**src/rtl/ics_pkg.sv**
```systemverilog
package ics_pkg;
  localparam int unsigned INSTR_W = 16;
  localparam int unsigned FADDR_W = 8;

  typedef enum logic [1:0] {
    PH_Q1 = 2'd0,
    PH_Q2 = 2'd1,
    PH_Q3 = 2'd2,
    PH_Q4 = 2'd3
  } phase_e;

  typedef enum logic [1:0] {
    OP_NONE    = 2'd0,
    OP_INV     = 2'd1,
    OP_CMPSKIP = 2'd2
  } op_e;

  localparam logic [5:0] OPC_INV     = 6'b000111;
  localparam logic [6:0] OPC_CMPSKIP = 7'b0110001;

  typedef struct packed {
    op_e  op;
    logic to_file;
  } dec_t;
endpackage

```
**src/rtl/ics_phase_gen.sv**
```systemverilog
module ics_phase_gen
  import ics_pkg::*;
(
  input  logic       clk_i,
  input  logic       rst_ni,
  output phase_e     phase_o,
  output logic [3:0] ph_oh_o
);
  phase_e ph_q;

  always_ff @(posedge clk_i or negedge rst_ni) begin
    if (!rst_ni) ph_q <= PH_Q1;
    else         ph_q <= phase_e'(ph_q + 2'd1);
  end

  for (genvar i = 0; i < 4; i++) begin : g_oh
    assign ph_oh_o[i] = (ph_q == phase_e'(2'(i)));
  end

  assign phase_o = ph_q;

  AST_PH_ONEHOT: assert property (@(posedge clk_i) disable iff (!rst_ni)
    $onehot(ph_oh_o));
  AST_PH_WRAP: assert property (@(posedge clk_i) disable iff (!rst_ni)
    (ph_q == PH_Q4) |=> (ph_q == PH_Q1));
endmodule

```
**src/rtl/ics_decode.sv**
```systemverilog
module ics_decode
  import ics_pkg::*;
#(
  parameter  int unsigned BANK_W = 4,
  localparam int unsigned EA_W   = BANK_W + FADDR_W
) (
  input  logic [INSTR_W-1:0] instr_i,
  input  logic [BANK_W-1:0]  bsr_i,
  output dec_t               dec_o,
  output logic [EA_W-1:0]    ea_o
);
  logic [FADDR_W-1:0] faddr;
  logic               banked;

  assign faddr  = instr_i[FADDR_W-1:0];
  assign banked = instr_i[8];

  always_comb begin
    dec_o         = '0;
    dec_o.op      = OP_NONE;
    dec_o.to_file = 1'b0;
    if (instr_i[15:10] == OPC_INV) begin
      dec_o.op      = OP_INV;
      dec_o.to_file = instr_i[9];
    end else if (instr_i[15:9] == OPC_CMPSKIP) begin
      dec_o.op = OP_CMPSKIP;
    end
  end

  // unbanked: lower half of f -> bank 0, upper half -> top bank
  always_comb begin
    if (banked) ea_o = {bsr_i, faddr};
    else        ea_o = {{BANK_W{faddr[FADDR_W-1]}}, faddr};
  end
endmodule

```
**src/rtl/ics_alu.sv**
```systemverilog
module ics_alu #(
  parameter int unsigned DATA_W = 8
) (
  input  logic [DATA_W-1:0] opnd_i,
  input  logic [DATA_W-1:0] wreg_i,
  output logic [DATA_W-1:0] inv_o,
  output logic              neg_o,
  output logic              zero_o,
  output logic              eq_o
);
  logic [DATA_W-1:0] diff;

  assign inv_o  = ~opnd_i;
  assign neg_o  = inv_o[DATA_W-1];
  assign zero_o = (inv_o == '0);
  assign diff   = opnd_i - wreg_i;
  assign eq_o   = (diff == '0);
endmodule

```
**src/rtl/ics_skip_ctl.sv**
```systemverilog
module ics_skip_ctl #(
  parameter  int unsigned MAX_SQUASH = 2,
  localparam int unsigned CNT_W      = $clog2(MAX_SQUASH + 1)
) (
  input  logic clk_i,
  input  logic rst_ni,
  input  logic ph_q1_i,
  input  logic ph_q4_i,
  input  logic cmp_eq_i,
  input  logic next_dw_i,
  output logic kill_o,
  output logic skip_o
);
  logic [CNT_W-1:0] cnt_q;
  logic             kill_q;
  logic             hit;

  assign hit = cmp_eq_i & ~kill_q;

  always_ff @(posedge clk_i or negedge rst_ni) begin
    if (!rst_ni) begin
      cnt_q  <= '0;
      kill_q <= 1'b0;
    end else begin
      if (ph_q1_i) kill_q <= (cnt_q != '0);
      if (ph_q4_i) begin
        if (hit)                         cnt_q <= next_dw_i ? CNT_W'(MAX_SQUASH) : CNT_W'(1);
        else if (kill_q && cnt_q != '0)  cnt_q <= cnt_q - CNT_W'(1);
      end
    end
  end

  // one pulse per squashed word: on the compare, then on each killed cycle with words left
  assign skip_o = ph_q4_i & (hit | (kill_q & (cnt_q > CNT_W'(1))));
  assign kill_o = kill_q;

  AST_SKIP_Q4: assert property (@(posedge clk_i) disable iff (!rst_ni)
    skip_o |-> ph_q4_i);
  AST_CNT_MAX: assert property (@(posedge clk_i) disable iff (!rst_ni)
    cnt_q <= CNT_W'(MAX_SQUASH));
  AST_HIT_ARMS: assert property (@(posedge clk_i) disable iff (!rst_ni)
    (ph_q4_i && hit) |=> (cnt_q != '0));
  AST_KILLED_NO_SKIP_START: assert property (@(posedge clk_i) disable iff (!rst_ni)
    (ph_q4_i && kill_o) |=> (cnt_q < CNT_W'(MAX_SQUASH)));
endmodule

```
**src/rtl/ics_exec.sv**
```systemverilog
module ics_exec
  import ics_pkg::*;
#(
  parameter  int unsigned DATA_W = 8,
  parameter  int unsigned BANK_W = 4,
  localparam int unsigned EA_W   = BANK_W + FADDR_W
) (
  input  logic                clk_i,
  input  logic                rst_ni,
  input  logic [INSTR_W-1:0]  instr_i,
  input  logic                next_dw_i,
  input  logic [BANK_W-1:0]   bsr_i,
  input  logic [DATA_W-1:0]   rf_rdata_i,
  output logic [EA_W-1:0]     rf_addr_o,
  output logic                rf_we_o,
  output logic [DATA_W-1:0]   rf_wdata_o,
  output logic [DATA_W-1:0]   wreg_o,
  output logic                neg_o,
  output logic                zero_o,
  output logic                skip_o,
  output logic [1:0]          phase_o
);
  phase_e             phase;
  logic [3:0]         ph_oh;
  logic [INSTR_W-1:0] ir_q;
  dec_t               dec;
  logic [DATA_W-1:0]  opnd_q, res_q, wreg_q;
  logic [DATA_W-1:0]  inv;
  logic               inv_n, inv_z, eq;
  logic               res_n_q, res_z_q, eq_q;
  logic               n_q, z_q;
  logic               kill;
  logic               run_inv;

  ics_phase_gen u_phase (
    .clk_i   (clk_i),
    .rst_ni  (rst_ni),
    .phase_o (phase),
    .ph_oh_o (ph_oh)
  );

  ics_decode #(.BANK_W(BANK_W)) u_dec (
    .instr_i (ir_q),
    .bsr_i   (bsr_i),
    .dec_o   (dec),
    .ea_o    (rf_addr_o)
  );

  ics_alu #(.DATA_W(DATA_W)) u_alu (
    .opnd_i (opnd_q),
    .wreg_i (wreg_q),
    .inv_o  (inv),
    .neg_o  (inv_n),
    .zero_o (inv_z),
    .eq_o   (eq)
  );

  ics_skip_ctl #(.MAX_SQUASH(2)) u_skip (
    .clk_i     (clk_i),
    .rst_ni    (rst_ni),
    .ph_q1_i   (ph_oh[0]),
    .ph_q4_i   (ph_oh[3]),
    .cmp_eq_i  ((dec.op == OP_CMPSKIP) && eq_q),
    .next_dw_i (next_dw_i),
    .kill_o    (kill),
    .skip_o    (skip_o)
  );

  assign run_inv = ~kill & (dec.op == OP_INV);

  always_ff @(posedge clk_i or negedge rst_ni) begin
    if (!rst_ni) begin
      ir_q    <= '0;
      opnd_q  <= '0;
      res_q   <= '0;
      res_n_q <= 1'b0;
      res_z_q <= 1'b0;
      eq_q    <= 1'b0;
      wreg_q  <= '0;
      n_q     <= 1'b0;
      z_q     <= 1'b0;
    end else begin
      if (ph_oh[0]) ir_q   <= instr_i;
      if (ph_oh[1]) opnd_q <= rf_rdata_i;
      if (ph_oh[2]) begin
        res_q   <= inv;
        res_n_q <= inv_n;
        res_z_q <= inv_z;
        eq_q    <= eq;
      end
      if (ph_oh[3] && run_inv) begin
        if (!dec.to_file) wreg_q <= res_q;
        n_q <= res_n_q;
        z_q <= res_z_q;
      end
    end
  end

  assign rf_we_o    = ph_oh[3] & run_inv & dec.to_file;
  assign rf_wdata_o = res_q;
  assign wreg_o     = wreg_q;
  assign neg_o      = n_q;
  assign zero_o     = z_q;
  assign phase_o    = phase;

  AST_WE_Q4: assert property (@(posedge clk_i) disable iff (!rst_ni)
    rf_we_o |-> (phase == PH_Q4));
  AST_WDATA_INV: assert property (@(posedge clk_i) disable iff (!rst_ni)
    rf_we_o |-> (rf_wdata_o == ~$past(rf_rdata_i, 2)));
  AST_WREG_HOLD: assert property (@(posedge clk_i) disable iff (!rst_ni)
    (phase != PH_Q4) |=> $stable(wreg_o));
  AST_CMP_QUIET: assert property (@(posedge clk_i) disable iff (!rst_ni)
    (phase == PH_Q4 && dec.op == OP_CMPSKIP) |=> $stable({wreg_o, neg_o, zero_o}));
  AST_KILL_QUIET: assert property (@(posedge clk_i) disable iff (!rst_ni)
    (phase == PH_Q4 && kill) |=> $stable({wreg_o, neg_o, zero_o}));
  AST_KILL_NO_WE: assert property (@(posedge clk_i) disable iff (!rst_ni)
    kill |-> !rf_we_o);
endmodule

```
**config.mk**
```make
export PLATFORM = sky130hd
export DESIGN_NAME = ics_exec
export DESIGN_NICKNAME = d
export VERILOG_FILES = /design/src/rtl/ics_pkg.sv /design/src/rtl/ics_phase_gen.sv /design/src/rtl/ics_decode.sv /design/src/rtl/ics_alu.sv /design/src/rtl/ics_skip_ctl.sv /design/src/rtl/ics_exec.sv
export SDC_FILE = /design/constraint.sdc
export NUM_CORES = 1
export LEC_CHECK = 0
export ABC_CLOCK_PERIOD_IN_PS = 2200
export BUFFER_PORTS_ARGS = -buffer_cell sky130_fd_sc_hd__buf_2
export CORE_MARGIN = 2
export CORE_UTILIZATION = 54
export CTS_BUF_LIST = sky130_fd_sc_hd__clkbuf_4 sky130_fd_sc_hd__clkbuf_8
export DETAILED_ROUTE_END_ITERATION = 7
export PLACE_DENSITY = 0.85
export SLEW_MARGIN = 25
export SYNTH_ARGS = -nofsm -noshare
export SYNTH_HDL_FRONTEND = slang
export SYNTH_SLANG_ARGS = --single-unit
```
**constraint.sdc**
```tcl
create_clock -name clk_i -period 2.2 [get_ports clk_i]
set_input_delay 0.33 -clock clk_i [delete_from_list [all_inputs] [get_ports clk_i]]
set_output_delay 0.33 -clock clk_i [all_outputs]
set_load 0.05 [all_outputs]
```
======== Yosys cells after proc, flatten, opt, wreduce, memory -nomap -nowiden ========
Cells that the tools add are included.
word-level totals
  bits in registers ....................... 50
  bits in latches ......................... 0
  RAM bits ................................ 0
  bits in read-only memories .............. 0
  input port bits ......................... 31
  output and inout port bits .............. 34
  memories kept ........................... 0
cells by class
  add/subtract/negate cells ............... 3
  multiply operators ...................... 0
  divide/modulo/power cells ............... 0
  magnitude comparators ................... 1
  equal/unequal tests ..................... 7
  shift operators ......................... 0
  mux-type cells .......................... 7
  bitwise logic cells ..................... 10
  reduce and logical (&&, ||, !) cells .... 10
operators with widths
  kind                                                                             number
  8-bit logical NOT                                                                2
  12-bit 2-to-1 mux                                                                1
  2-bit 2-to-1 mux                                                                 5
  8-bit inverter                                                                   1
  8-bit subtractor                                                                 1
  7-bit by 6-bit equality test with 1-bit output, second input constant            1
  1-bit bitwise AND                                                                6
  2-bit equality test, second input constant                                       3
  6-bit by 3-bit equality test with 1-bit output, second input constant            1
  2-bit by 1-bit equality test with 1-bit output, second input constant            2
  2-bit AND reduction                                                              2
  2-bit nonzero test                                                               2
  1-bit logical AND                                                                3
  2-bit by 1-bit adder with 2-bit output, second input constant                    1
  2-bit by 1-bit greater-than comparator with 1-bit output, second input constant  1
  2-bit logical NOT                                                                1
  1-bit inverter                                                                   2
  2-bit by 1-bit subtractor with 2-bit output, second input constant               1
  1-bit 2-to-1 mux                                                                 1
  1-bit OR                                                                         1

======== Longest topological paths before layout ========
Gate-level depths: netlist of run 1.
  depth after elaboration ................. 8
  gate-level depth with buffers ........... 7
  mapped depth without buffers ............ 7

======== By module ========
Synthesis of run 1 repeated with hierarchy kept, for this count alone.
unflattened totals
  cell total of the unflattened synthesis .. 206
  area total of the unflattened synthesis .. 2,556.2 um^2
modules (own cells, without submodules)
  module         instances  cells each  area each (um^2)  sequential area each (um^2)
  ics_exec       1          100         1,746.7           1,126.1
  ics_alu        1          52          346.6             0.0
  ics_skip_ctl   1          23          211.5             75.1
  ics_decode     1          23          143.9             0.0
  ics_phase_gen  1          8           107.6             50.0

======== Worst setup path after synthesis of run 1 ========
No wires, ideal clock.
  path kind ............................... register -> output
  start point ............................. reg u_phase.ph_q[1], in the netlist u_phase.phase_o[1]
  end point ............................... out rf_we_o
  data arrival time ....................... 1,831 ps
  slack ................................... 39 ps
  cell stages (with the launch flop) ...... 4
  buffers on the path ..................... 0
  cells stage by stage .................... dfrtp_1 -> ha_1 -> nand4_1 -> nor2_1
on the way
  word-level cells in the longest chain between the ends .. 3
RTL lines
  what                            line                 text
  start: declaration              ics_phase_gen.sv:9   phase_e ph_q;
  start signal: assignment        ics_phase_gen.sv:13  else ph_q <= phase_e'(ph_q + 2'd1);
  2-bit equality test             ics_phase_gen.sv:17  assign ph_oh_o[i] = (ph_q == phase_e'(2'(i)));
  1-bit bitwise AND (2 in a row)  ics_exec.sv:99       assign rf_we_o = ph_oh[3] & run_inv & dec.to_file;
  end: declaration                ics_exec.sv:15       output logic rf_we_o,
No other way between the ends.

======== Final worst setup path of run 1 ========
Same ends and word-level chain as after synthesis.

==> summary.md, run 1 <==
| Metric | Value |
|---|---|
| Static Leak | 1.40 nW |
| Netlist area before placement | 0.00236 sq mm |
| Clk network pwr share | around a third |
| Post-place instance area | 0.00270 sq mm |
| Share of the yosys chip area belonging to registers | between 50% and 60% |
| CTS Root Buffer Type | sky130_fd_sc_hd__clkbuf_8 |
| Initial DRC count | just over 60 |
| Sort of element at the start of the critical path | flop |
| Detailed-route vias per instance | 5.45 |
| H-tree lvl count | 2 |
| Yosys warnings | 0 |
| Fraction of power consumed by sequential logic | 51.1% |
| HPWL after detailed placement | approximately 3600 um |
| Clock sinks | between 40 and 50 |
| Total power of the final layout | 1.88 mW |
| Final worst-path cycle share | 90.9% |
| Inserted Diodes | 0 |
| Post-route clock skew | around 8.6 ps |
| Buffers inserted during post-CTS setup optimization | 0 |
| Library cell contributing the largest single delay on the critical path | sky130_fd_sc_hd__dfrtp_1 |
| Die outline area | 0.00491 sq mm |
| Insertion delay to the later sink of the worst-skew pair | 300 ps |
| Relative slew margins | between 60% and 70% |
| Final count of pins violating max slew | 0 |
| Unrepaired setup endpoints after global routing | no |
| Worst EP required | 1870 ps |
| Die X | 70.1 um |
| Initial standard-cell utilization of the core | 55.3% |
| Area added between synthesis and finish | 19.3% |
| Count of buffers from port buffering | 64 |
| Final hold vios | 21 |
| Portion of synthesized cell area occupied by the leading cell type | 52.0% |
| Reg-to-reg setup timing slack | 310 ps |
| Status | finished with violations |
| Combinational fraction of design power | 14.4% |
| Placed instance count | between 300 and 400 |
| Finished Cell Area | 0.00281 sq mm |
| Initial antenna violation count | 0 |
| Slew at the pin with the worst max-slew slack | 517 ps |
| Final weighted congestion of routability-driven global placement | around 0.84 |
| Commonest non-fill, non-tap cells in the layout | sky130_fd_sc_hd__buf_2, sky130_fd_sc_hd__dfrtp_1, sky130_fd_sc_hd__mux2_2 |
| Worst endpoint data arrival time | 1670 ps |
| Worst stage delay on the critical path | 410 ps |
| Cell Rows | 24 |
| Post-Syn Instances | 210 |
| CTS tree | yes |
| Via count of the first global-routing pass | 1756 |
| Total nets after synthesis | 254 |
| Category of cells accounting for the largest share of critical-path delay | flip-flops |
| Final global-route overflow total | 0 |
| Critical path buffer and inverter count | 1 |
| Maximum buffer depth of the clock tree | 2 |
| # nets final | between 300 and 400 |
| Highest clock rate | 500 MHz |
| Number of flip-flops and latches in the synthesized netlist | between 40 and 50 |
| Non-filler instance count after layout | 324 |
| Total track usage | between 20% and 30% |
| Number of nets with antenna violations after routing | 0 |
| Worst hold slack across all endpoints | -10.9 ps |
| DIE HEIGHT | 70.1 um |
| Clock slew seen by the registers of the worst setup and hold paths | 100 ps |
| Total of hold buffers inserted after clock tree synthesis | 0 |
| Post-cts resize count | 0 |
| Tmin final | ~2000 ps |
| Setup violation total in the final timing report | 0 |
| DRC errors left | 0 |
| Max FO, Critical Path | 5 |
| Internal Dissipation | 1.37 mW |
| Switching power | 0.515 mW |
| First-pass DRT Iterations | 4 |
| Crit end category | primary output |
| Routed wire length | 4820 um |
| Pwr per Cell Area | 670 mW/mm^2 |
| Number of vias in the routed layout | 1765 |
| Mean instance size in the synthesized netlist | 11.2 sq um |
| Maximum Capacitance Violations | 0 |
| Worst Path Class, Setup | reg2out |
| Failing checks | hold timing |
| Number of buffers created by CTS | 5 |
| Total negative slack | 0 ps |
| Core Footprint | 0.00426 sq mm |
| DR WL/cell | 14.9 um |
| Number of placed I/O pins | 65 |
| Cells traversed along the worst timing path | ha_1 -> nand4_1 -> nor2_1 -> buf_2 |
| Cell types with the largest area share after synthesis | sky130_fd_sc_hd__dfrtp_1, sky130_fd_sc_hd__mux2_2, sky130_fd_sc_hd__ha_1 |
| Peak supply drop | 734 uV |
| Type of the worst min-delay path | in2async |
| Global-route wire length before repair | slightly above 8000 um |
| Synth unique cells | 40 |
| Leading cell type in the layout, fill and taps excluded | sky130_fd_sc_hd__buf_2 |
| Fraction of layout instances using a drive strength above 1 | 38.6% |
| Maximum number of pins on one net before global-route repair | 29 |
| Post-synthesis cell type with the largest combined area | sky130_fd_sc_hd__dfrtp_1 |
| Switching portion of total power | 27.3% |
==> metal layers <==
layer	track usage (%)	vias up	wire [um]	part of all wire, %
met5	0	-	0	0
met4	8.55	0	105	2.2
met3	3.17	11	176	3.6
met2	33.9	47	2380	49
met1	27.8	867	2160	45
li1	-	840	-	-
==> Yosys cell counts <==
cell                       count
sky130_fd_sc_hd__o32a_1        1
sky130_fd_sc_hd__nand3b_1      1
sky130_fd_sc_hd__or4_1         1
sky130_fd_sc_hd__inv_1        15
sky130_fd_sc_hd__nor3_1        1
sky130_fd_sc_hd__and4b_1       1
sky130_fd_sc_hd__o211ai_1      1
sky130_fd_sc_hd__buf_4         9
sky130_fd_sc_hd__o2111a_1      1
sky130_fd_sc_hd__mux2i_1       1
sky130_fd_sc_hd__o21ai_0      16
sky130_fd_sc_hd__a21o_1        2
sky130_fd_sc_hd__dfrtp_1      49
sky130_fd_sc_hd__clkinv_1      1
sky130_fd_sc_hd__o32ai_1       1
sky130_fd_sc_hd__nor3b_1       1
sky130_fd_sc_hd__xnor2_1       2
sky130_fd_sc_hd__nor4_1        1
sky130_fd_sc_hd__nor2_1        6
sky130_fd_sc_hd__xor2_1        2
sky130_fd_sc_hd__ha_1         13
sky130_fd_sc_hd__buf_2         2
sky130_fd_sc_hd__and2_1        1
sky130_fd_sc_hd__nor2b_1       1
sky130_fd_sc_hd__mux2_2       26
sky130_fd_sc_hd__nand2b_1      2
sky130_fd_sc_hd__a21oi_1       8
sky130_fd_sc_hd__or2b_1        1
sky130_fd_sc_hd__clkbuf_1      2
sky130_fd_sc_hd__nand3_1       2
sky130_fd_sc_hd__nor2_2        1
sky130_fd_sc_hd__a32o_1        1
sky130_fd_sc_hd__buf_1         1
sky130_fd_sc_hd__nand2_1      24
sky130_fd_sc_hd__o21a_1        1
sky130_fd_sc_hd__and4bb_2      1
sky130_fd_sc_hd__a21boi_0      2
sky130_fd_sc_hd__nand4_1       5
sky130_fd_sc_hd__o22ai_1       2
sky130_fd_sc_hd__nor2b_4       1
==> kinds of logic after synthesis <==
| kind of cell | synth area share [%] |
|---|---|
| XOR/XNOR | 1.49 |
| multiplexers | 12.9 |
| AO/OA/AOI/OAI | 9.24 |
| AND/OR/NAND/NOR | 11.2 |
| flip-flops | 52.0 |
| adder cells (fa/ha/maj) | 6.90 |
| buffers and inverters | 6.32 |
==> final timing paths <==
kind                                    start       end  cells past startpoint
setup / recovery           u_phase.phase_o[1]   rf_we_o                      4
hold reg to reg                         neg_o     neg_o                      2
min in group clk_i                 instr_i[9]   ir_q[9]                      3
hold / removal                         rst_ni   ir_q[6]                      1
max in group asynchronous              rst_ni  ir_q[12]                      2
setup reg to reg                    opnd_q[1]      eq_q                      6
==> metrics by stage <==
stage / setup WS (ps) / util [%]
floorplan: 38.8 / -
global placement: 344 / 63.2
detailed placement: 319 / 63.2
CTS: 181 / 65.9
global route: 4.51 / 65.9
finish: 200 / 65.9
==> sequential cells by signal, summed over array words and instances (netlist names), 2 cells and up <==
| signal | count |
|---|---|
| wreg_o | 8 |
| u_skip.cnt_q | 2 |
| opnd_q | 8 |
| ir_q | 16 |
| u_phase.phase_o | 2 |
| rf_wdata_o | 8 |
==> area by class of cell <==
| cell class | instances | area (sq um) |
|---|---|---|
| clock buffers | 5 | 68.8 |
| flip-flops and latches | 49 | 1230 |
| well taps | 52 | 65.1 |
| clock inverters | 3 | 46.3 |
| inverters | 16 | 60.1 |
| fillers | 363 | 1450 |
| multi-input cells | 131 | 981 |
| repair buffers | 68 | 363 |
==> power by group through the flow <==
stage	registers, mW	logic, mW	clock network [mW]
floorplan	1.01	0.152	0
global placement	0.978	0.265	0
detailed placement	0.980	0.270	0
CTS	0.962	0.273	0.662
global route	0.968	0.292	0.693
finish	0.962	0.271	0.651
No activity file was read; power rests on OpenSTA's default activity.
==> inputs of run 2 (changes only) <==
CORE_UTILIZATION = 55   (was 54)
SYNTH_HIERARCHICAL = 1   (was default)
==> run 2 against run 1 <==
Against the previous run: the flow finishes with violations (setup timing); global-route usage is 0.49 points lower; non-clock buffer count is 2 higher; routed wire length is 1.7% higher; area after synthesis is 8.5% higher; synthesized cell count is 1.9% lower; cell area is 7.4% higher; clock power is 19% lower; maximum frequency is 9.4% lower; setup slack worse by 210 ps; via count is 3.9% lower; first-iteration DRC count is 19% higher; critical path type unchanged; highest routed layer unchanged.
==> summary.md, run 2 <==
| Metric | Value |
|---|---|
| Status | finished with violations |
| Failing checks | setup timing |
| Synth unique cells | 38 (-5.0%) |
| Worst Path Class, Setup | reg2out |
| Clock sinks | 50 (+2.0%) |
| Yosys warnings | 6 (+6) |
| Highest clock rate | 453 MHz (-9.4%) |
| Maximum buffer depth of the clock tree | 2 (unchanged) |
| Setup violation total in the final timing report | 1 (+1) |
| Min setup slack post-route | -8.26 ps (-208 ps) |
| Initial standard-cell utilization of the core | 57.9% (+2.7 points) |
| Total power of the final layout | 1.84 mW (-2.6%) |
| DIE HEIGHT | 72.2 um (+3.0%) |
| GR Layer Usage met2 | 32.4% (-1.4 points) |
| Most frequent cells after synthesis | sky130_fd_sc_hd__dfrtp_1, sky130_fd_sc_hd__mux2_2, sky130_fd_sc_hd__inv_1, sky130_fd_sc_hd__ha_1, sky130_fd_sc_hd__nand2_1 |
| Final count of pins violating max slew | 0 (unchanged) |
| Commonest non-fill, non-tap cells in the layout | sky130_fd_sc_hd__buf_2, sky130_fd_sc_hd__dfrtp_1, sky130_fd_sc_hd__mux2_2 |
| Dominant register cell in the synthesized netlist | sky130_fd_sc_hd__dfrtp_1 |
| Clk network pwr share | 28.8% (-5.7 points) |
| Switching portion of total power | 28.3% (+0.97 points) |
| Core Footprint | 0.00441 sq mm (+3.5%) |
| Final hold vios | 0 (-100%) |
| Type of the worst min-delay path | in2async |
| Finished Cell Area | 0.00302 sq mm (+7.4%) |
| Total track usage | 20.2% (-0.49 points) |
| CTS Root Buffer Type | sky130_fd_sc_hd__clkbuf_8 |
| Final worst-path cycle share | 100% (+9.5 points) |
| Worst EP required | 1870 ps (about the same) |
| Post-route clock skew | 5.76 ps (-2.80 ps) |
| Crit end category | primary output |
| Post-place instance area | 0.00287 sq mm (+6.5%) |
| Number of buffers created by CTS | 5 (unchanged) |
| Relative slew margins | 52.3% (-13 points) |
| Number of placed I/O pins | 65 (unchanged) |
| Maximum Capacitance Violations | 0 (unchanged) |
| Total nets after synthesis | 250 (-1.6%) |
| Global-route wire length before repair | 8050 um (-0.68%) |
| Peak supply drop | 346 uV (-53%) |
| Sort of element at the start of the critical path | flop |
| Cell Rows | 24 (unchanged) |
| H-tree lvl count | 2 (unchanged) |
| Post-Syn Instances | 206 (-1.9%) |
| HPWL after detailed placement | 3540 um (-0.70%) |
| First-pass DRT Iterations | 4 (unchanged) |
| Count of flip-flops with a built-in enable after synthesis | 0 (unchanged) |
| Share of the yosys chip area belonging to registers | 48.9% (-3.1 points) |
| Number of flip-flops in the largest register | 16 (unchanged) |
| Most common cell in the synthesized netlist | sky130_fd_sc_hd__dfrtp_1 |
| Worst endpoint data arrival time | 1880 ps (+210 ps) |
| # nets final | 313 (-0.63%) |
| Static Leak | 1.45 nW (+3.8%) |
| CTS tree | yes |
| Die outline area | 0.00521 sq mm (+6.2%) |
| Inserted Diodes | 0 (unchanged) |
| Final global-route overflow total | 0 (unchanged) |
| M1 GR Usage | 27.2% (-0.63 points) |
| Pwr per Cell Area | 608 mW/mm^2 (-9.3%) |
| Detailed-route vias per instance | 5.28 (-3.0%) |
| Netlist area before placement | 0.00256 sq mm (+8.5%) |
| DRC errors left | 0 (unchanged) |
| Initial antenna violation count | 0 (unchanged) |
| Number of vias in the routed layout | 1696 (-3.9%) |
| Max FO, Critical Path | 3 (-2) |
| Count of buffers from port buffering | 64 (unchanged) |
| Fraction of layout instances using a drive strength above 1 | 51.3% (+13 points) |
| Worst setup timing slack at the placement stage | 163 ps (-156 ps) |
| Most congested layer reported by global routing | met2 |
| Mean instance size in the synthesized netlist | 12.4 sq um (+11%) |
| Via count of the first global-routing pass | 1690 (-3.8%) |
| Initial DRC count | 74 (+19%) |
| Leading cell type in the layout, fill and taps excluded | sky130_fd_sc_hd__buf_2 |
| Unrepaired setup endpoints after global routing | yes |
| Asr flop ratio synth | 100% (unchanged) |
| Combinational fraction of design power | 17.2% (+2.8 points) |
| Post-synthesis cell type with the largest combined area | sky130_fd_sc_hd__dfrtp_1 |
| Switching power | 0.519 mW (+0.91%) |
| Met3 routing resource usage after global routing | 4.58% (+1.4 points) |
| Clock slew seen by the registers of the worst setup and hold paths | 80 ps (-20 ps) |
| Slew at the pin with the worst max-slew slack | 716 ps (+199 ps) |
| Area added between synthesis and finish | 18.1% |
| DR WL/cell | 15.3 um (+2.7%) |
| Final weighted congestion of routability-driven global placement | 0.798 (-4.8%) |
| Portion of synthesized cell area occupied by the leading cell type | 48.9% (-3.1 points) |
| Maximum number of pins on one net before global-route repair | 33 (+14%) |
| Routed wire length | 4910 um (+1.7%) |
| Total of hold buffers inserted after clock tree synthesis | 0 (unchanged) |
| Cell types with the largest area share after synthesis | sky130_fd_sc_hd__dfrtp_1, sky130_fd_sc_hd__mux2_2, sky130_fd_sc_hd__ha_1 |
| Tmin final | 2210 ps (+208 ps) |
| Insertion delay to the later sink of the worst-skew pair | 300 ps (about the same) |
| Number of nets with antenna violations after routing | 0 (unchanged) |
| Register containing the most flip-flops in the final layout | ir_q |
| Internal Dissipation | 1.32 mW (-3.9%) |
| Die X | 72.2 um (+3.0%) |
| Fraction of power consumed by sequential logic | 54.0% (+2.9 points) |
| Number of flip-flops and latches in the synthesized netlist | 50 (+2.0%) |
run 2: changes by cell type after synthesis, moves of 3 or more:
cell	delta
sky130_fd_sc_hd__o21ai_0	-14
sky130_fd_sc_hd__mux2_2	+11
sky130_fd_sc_hd__nand2_1	-11
sky130_fd_sc_hd__mux2_4	+8
sky130_fd_sc_hd__inv_1	+5
sky130_fd_sc_hd__a21oi_1	-3
sky130_fd_sc_hd__nand4_1	-3
run 2: stage by stage:
stage	setup TNS [ps]	instances	hold slack (ps)	util [%]
floorplan	0	206	34.4	-
global placement	0	312	414	65.0
detailed placement	0	312	422	65.0
CTS	-41.7	321	88.9	67.8
global route	-329	321	118	68.4
finish	-8.26	321	71.5	68.4
run 2: worst max-delay path: stages, from the launching register on:
cell and delay [ps]:
sky130_fd_sc_hd__dfrtp_1 380, sky130_fd_sc_hd__or3b_4 410, sky130_fd_sc_hd__nor4_4 160, sky130_fd_sc_hd__nand2_1 120, sky130_fd_sc_hd__nor2_4 130, sky130_fd_sc_hd__nand2b_4 80, sky130_fd_sc_hd__a21oi_2 130, sky130_fd_sc_hd__buf_6 170
run 2: final timing paths:
kind	from	endpoint	slack [ps]	cells after the start
worst max-delay path	ir_q[11]	skip_o	-8	7
max in group asynchronous	rst_ni	ir_q[12]	1470	2
worst min-delay path	rst_ni	wreg_o[1]	70	1
worst max register to register	ir_q[13]	wreg_o[3]	70	6
min in group clk_i	instr_i[8]	ir_q[8]	250	2
worst min register to register	ir_q[3]	ir_q[3]	500	1
run 2: kinds of logic after synthesis:
kind of cell	share of synthesized area [%]
compound gates	4.01
xor+xnor	1.71
fa+ha+maj	6.36
buf+inv	7.10
flops	48.9
mux	21.8
simple gates	10.1
run 2: final cells by class:
cell class / count / area [sq um]
flip-flops and latches: 50 / 1250
clock buffers: 7 / 83.8
fillers: 336 / 1400
multi-input cells: 122 / 1160
inverters: 20 / 75.1
repair buffers: 70 / 385
well taps: 52 / 65.1
run 2: power groups by stage:
stage	clock network (mW)	logic, mW	registers, mW
2_1_floorplan	0	0.176	1.06
3_3_place_gp	0	0.304	1.01
3_5_place_dp	0	0.314	1.01
4_1_cts	0.539	0.316	0.991
5_1_grt	0.572	0.341	0.999
6_report	0.528	0.316	0.992
run 2: what timing repair did:
item | in CTS | in global routing
pin swaps | 1 | 2
endpoints found under the hold margin | 0 | 0
cloned | 0 | 0
setup buffers | 2 | 1
setup endpoints to repair | 2 | 2
gates resized for setup | 7 | 6
run 2: metal layers:
metal	share of wire [%]	wire length (um)
met5	0	0
met4	1.5	74
met3	3.4	168
met2	50	2460
met1	45	2200
